===== config.mk =====
export PLATFORM = sky130hd
export DESIGN_NAME = vid_freerun_stage
export DESIGN_NICKNAME = d
export VERILOG_FILES = /design/src/rtl/vid_freerun_stage.sv
export SDC_FILE = /design/constraint.sdc
export NUM_CORES = 1
export LEC_CHECK = 0
export BUFFER_PORTS_ARGS = -buffer_cell sky130_fd_sc_hd__buf_2
export CAP_MARGIN = 10
export CORE_MARGIN = 3
export CORE_UTILIZATION = 35
export DETAILED_ROUTE_END_ITERATION = 10
export PLACE_DENSITY_LB_ADDON = 0.2
export SYNTH_ARGS = -nofsm -noshare
export SYNTH_HDL_FRONTEND = slang
export SYNTH_SLANG_ARGS = --single-unit

===== constraint.sdc =====
create_clock -name clk -period 3.6 [get_ports clk]
set_input_delay 0.54 -clock clk [delete_from_list [all_inputs] [get_ports clk]]
set_output_delay 0.54 -clock clk [all_outputs]
set_load 0.02 [all_outputs]

===== src/rtl/vid_freerun_stage.sv =====
module vid_freerun_stage #(
  parameter int W        = 8,
  parameter int LUMA_MIN = 16,
  parameter int LUMA_MAX = 235
) (
  input  logic         clk,
  input  logic         rst_n,
  input  logic         in_valid,
  input  logic [W-1:0] in_y,
  input  logic [W-1:0] in_c,
  input  logic         in_c_is_cr,
  input  logic         in_line_start,
  input  logic         lock_ok,
  input  logic [W-1:0] cfg_bright,
  input  logic [W-3:0] cfg_def_y,
  input  logic [W-1:0] cfg_def_c,
  input  logic         cfg_force,
  input  logic         cfg_auto,
  output logic         out_valid,
  output logic [W-1:0] out_y,
  output logic [W-1:0] out_c,
  output logic         out_c_is_cr,
  output logic         freerun_active
);
  localparam int HW = W / 2;
  localparam logic signed [W+1:0] S_LO = (W+2)'(LUMA_MIN);
  localparam logic signed [W+1:0] S_HI = (W+2)'(LUMA_MAX);

  logic signed [W+1:0] sum;
  logic [W-1:0] y_adj, y_def, c_def;
  logic want, fr_q, eff;

  assign sum   = $signed({2'b00, in_y}) + $signed({{2{cfg_bright[W-1]}}, cfg_bright});
  assign y_adj = (sum < S_LO) ? S_LO[W-1:0] : (sum > S_HI) ? S_HI[W-1:0] : sum[W-1:0];
  assign y_def = {cfg_def_y, 2'b00};
  assign c_def = in_c_is_cr ? {cfg_def_c[W-1:HW], {HW{1'b0}}} : {cfg_def_c[HW-1:0], {HW{1'b0}}};

  assign want = cfg_force | (cfg_auto & ~lock_ok);
  assign eff  = in_line_start ? want : fr_q;

  always_ff @(posedge clk or negedge rst_n) begin
    if (!rst_n) begin
      fr_q        <= 1'b0;
      out_valid   <= 1'b0;
      out_y       <= '0;
      out_c       <= '0;
      out_c_is_cr <= 1'b0;
    end else begin
      fr_q        <= eff;
      out_valid   <= in_valid;
      out_y       <= eff ? y_def : y_adj;
      out_c       <= eff ? c_def : in_c;
      out_c_is_cr <= in_c_is_cr;
    end
  end

  assign freerun_active = fr_q;
endmodule


==> impl_metrics.env <==
export IMPL_outcome="completed"
export IMPL_setup_tns_ns=0
export IMPL_path_clk_slew_ns=0.10
export IMPL_grt_pass1_vias=1018
export IMPL_cts_tree="built"
export IMPL_synthFlopType="dfrtp_1"
export IMPL_dieArea_um2=4088
export IMPL_setup_slack_ns=1.092
export IMPL_syn_cell_area_um2=1175
export IMPL_clkLatencyLatePin_ns=0.29
export IMPL_grt_overflow=0
export IMPL_finalCritPeriodShare=0.6967
export IMPL_seq_area_frac_synth=0.4047
export IMPL_synth_seq_cells=19
export IMPL_num_rows=20
export IMPL_htreeDepth=1
export IMPL_syn2layout_area_growth_pct=33.33
export IMPL_critPathBufInv=1
export IMPL_clock_path_buffers=2
export IMPL_avgSynthCellArea_um2=10.40
export IMPL_port_buffers=64
export IMPL_final_core_util=0.5008
export IMPL_synth_common_cells="dfrtp_1 (19), ha_1 (9), nand2_1 (9)"
export IMPL_fin_skew_ns=0.0008527
export IMPL_synth_most_common_cell="dfrtp_1"
export IMPL_grt_pass1_wl_um=4471
export IMPL_slowest_stage="fa_1"
export IMPL_ios=65
export IMPL_antenna_cells=0
export IMPL_end_kind="register"
export IMPL_final_cell_area_um2=1567
export IMPL_cp_required_ns=3.79
export IMPL_synth_compound_area_frac=0.2332
export IMPL_syn_inst=113
export IMPL_setup_viol_count_final=0
export IMPL_crit_path_max_incr_delay_ns=0.43
export IMPL_synth_top_area_frac=0.4047
export IMPL_drt_total_wl_um=2680
export IMPL_grtUsageTotal=0.1374
export IMPL_synth_top_family_by_area="compound AO/OA/AOI/OAI gates"
export IMPL_fin_hold_ws_ns=0.1557
export IMPL_drtIter0Drc=26
export IMPL_cts_hold_buf=0
export IMPL_synth_edff_count=0
export IMPL_post_cts_setup_buffers=0
export IMPL_synth_xor_area_frac=0.05964
export IMPL_slew_headroom=0.7303
export IMPL_placed_cells=218
export IMPL_die_width_um=63.94
export IMPL_nNetsFinal=235
export IMPL_post_dp_hpwl_um=2286
export IMPL_synth_area_top_cells="dfrtp_1 (40%), ha_1 (9.6%), xnor2_1 (4.5%), mux2i_1 (3.4%), nand2_1 (2.9%)"
export IMPL_final_cell_count_no_fill=222
export IMPL_antenna_left=0
export IMPL_cp_cell_sequence="buf_2 -> ha_1 -> fa_1 -> a211oi_2 -> o21ai_1 -> a21oi_1 -> xnor2_1 -> o2111ai_1 -> and2_4 -> a32o_1"
export IMPL_path_class="in2reg"
export IMPL_cp_max_fo=4
export IMPL_coreArea_um2=3128
export IMPL_initial_core_util=0.3756
export IMPL_grt_max_degree=20
export IMPL_path_delay_family="compound AO/OA/AOI/OAI gates"
export IMPL_cts_buffers_inserted=3
export IMPL_synth_nets=169
export IMPL_hold_violations=0
export IMPL_place_ws_ns=0.7867
export IMPL_p_total_mw=0.5504
export IMPL_drive_gt1_frac=0.4326
export IMPL_num_vias=1066
export IMPL_synth_distinct_cells=36
export IMPL_cts_sinks=19
export IMPL_hp_class="in2async"
export IMPL_vdd_drop_max_mv=0.1089
export IMPL_powerDensity_nw_per_um2=351.3
export IMPL_die_h_um=63.94
export IMPL_muxShareOfSynthArea=0.03408
export IMPL_synthSimpleGateAreaFrac=0.1235
export IMPL_slew_viol_final=0
export IMPL_synth_fa_ha_area_frac=0.1129
export IMPL_worstMarginPinSlew_ns=0.4045
export IMPL_grt_setup_unrepaired="no"
export IMPL_post_dp_cell_area_um2=1539
export IMPL_drc=0
export IMPL_wire_per_inst_um=12.07
export IMPL_first_pass_iters=4
export IMPL_place_gp_congestion=0.7988
export IMPL_fillers=299
export IMPL_period_needed_ns=2.508
export IMPL_async_flop_share=1.000
export IMPL_cp_data_arrival_time_ns=2.70
export IMPL_cts_root_buf="clkbuf_4"
export IMPL_power_leakage_nw=0.8198
export IMPL_synth_top_cell_by_area="dfrtp_1"
export IMPL_cap_violations=0
export IMPL_vias_per_cell=4.802
export IMPL_max_freq_mhz=398.7
export IMPL_yosys_warnings=0
export IMPL_postCtsResizedCells=0
export IMPL_startpoint_type="primary input"
export IMPL_antenna_found_initial=0
-- power breakdown --
part / total (mW) / internal (mW) / switching (mW)
sequential: 0.240 / 0.235 / 0.00542
combinational: 0.208 / 0.0875 / 0.121
clock: 0.102 / 0.0413 / 0.0611
-- flip-flops by register name, indices dropped and copies added, names as in the netlist --
signal / count
out_y: 8
out_c: 8
freerun_active: 1
out_valid: 1
out_c_is_cr: 1
-- cells by family after synthesis --
group                    Yosys count
AO/OA/AOI/OAI                     35
AND/OR/NAND/NOR                   27
flip-flops                        19
buffers and inverters             10
adder cells (fa/ha/maj)           10
XOR/XNOR                           8
multiplexers                       4
-- layout make-up --
| cell class | count | area (um2) | area share |
|---|---|---|---|
| Multi-Input combinational cell | 84 | 661.9 | 0.4225 |
| Clock buffer | 3 | 22.52 | 0.01438 |
| Clock inverter | 1 | 5.005 | 0.003195 |
| Tap cell | 44 | 55.05 | 0.03514 |
| Timing Repair Buffer | 64 | 320.3 | 0.2045 |
| Inverter | 7 | 26.28 | 0.01677 |
| Sequential cell | 19 | 475.5 | 0.3035 |
-- routing by layer --
layer	wire [um]	GRT usage	vias up	part of all wire
met5	0	0	-	0
met4	27	0.05660	0	0.010
met3	206	0.03163	4	0.077
met2	1334	0.2335	43	0.50
met1	1111	0.1657	485	0.41
li1	-	-	534	-
-- worst paths after layout --
kind / cells after the start / to / slack [ns] / from
max: 10 / out_y[2] / 1.09 / in_y[0]
min: 1 / out_valid / 0.16 / rst_n
max reg2reg: 5 / out_y[5] / 1.98 / freerun_active
min reg2reg: 4 / out_y[4] / 0.90 / freerun_active
max in group asynchronous: 1 / out_c[6] / 3.17 / rst_n
min in group clk: 1 / out_valid / 0.35 / in_valid
-- worst register-to-register path, cell delays in order (launching register included) --
cell,delay (ns)
dfrtp_1,0.38
nor2_1,0.10
a21o_1,0.35
inv_1,0.28
a211oi_1,0.32
a21o_1,0.13
-- cell usage in the layout (no fill, tap or decap), types with 4 or more instances in the layout --
cell	synthesis	routed
buf_2	0	64
and2_1	4	4
dfrtp_1	19	19
nor2_1	6	6
ha_1	9	9
a21o_1	4	4
nand2_1	9	9
mux2i_1	4	4
o21ai_0	6	6
a21oi_1	4	4
inv_1	7	7
xnor2_1	6	6
Note: power is estimated with default switching activity, not from simulation.
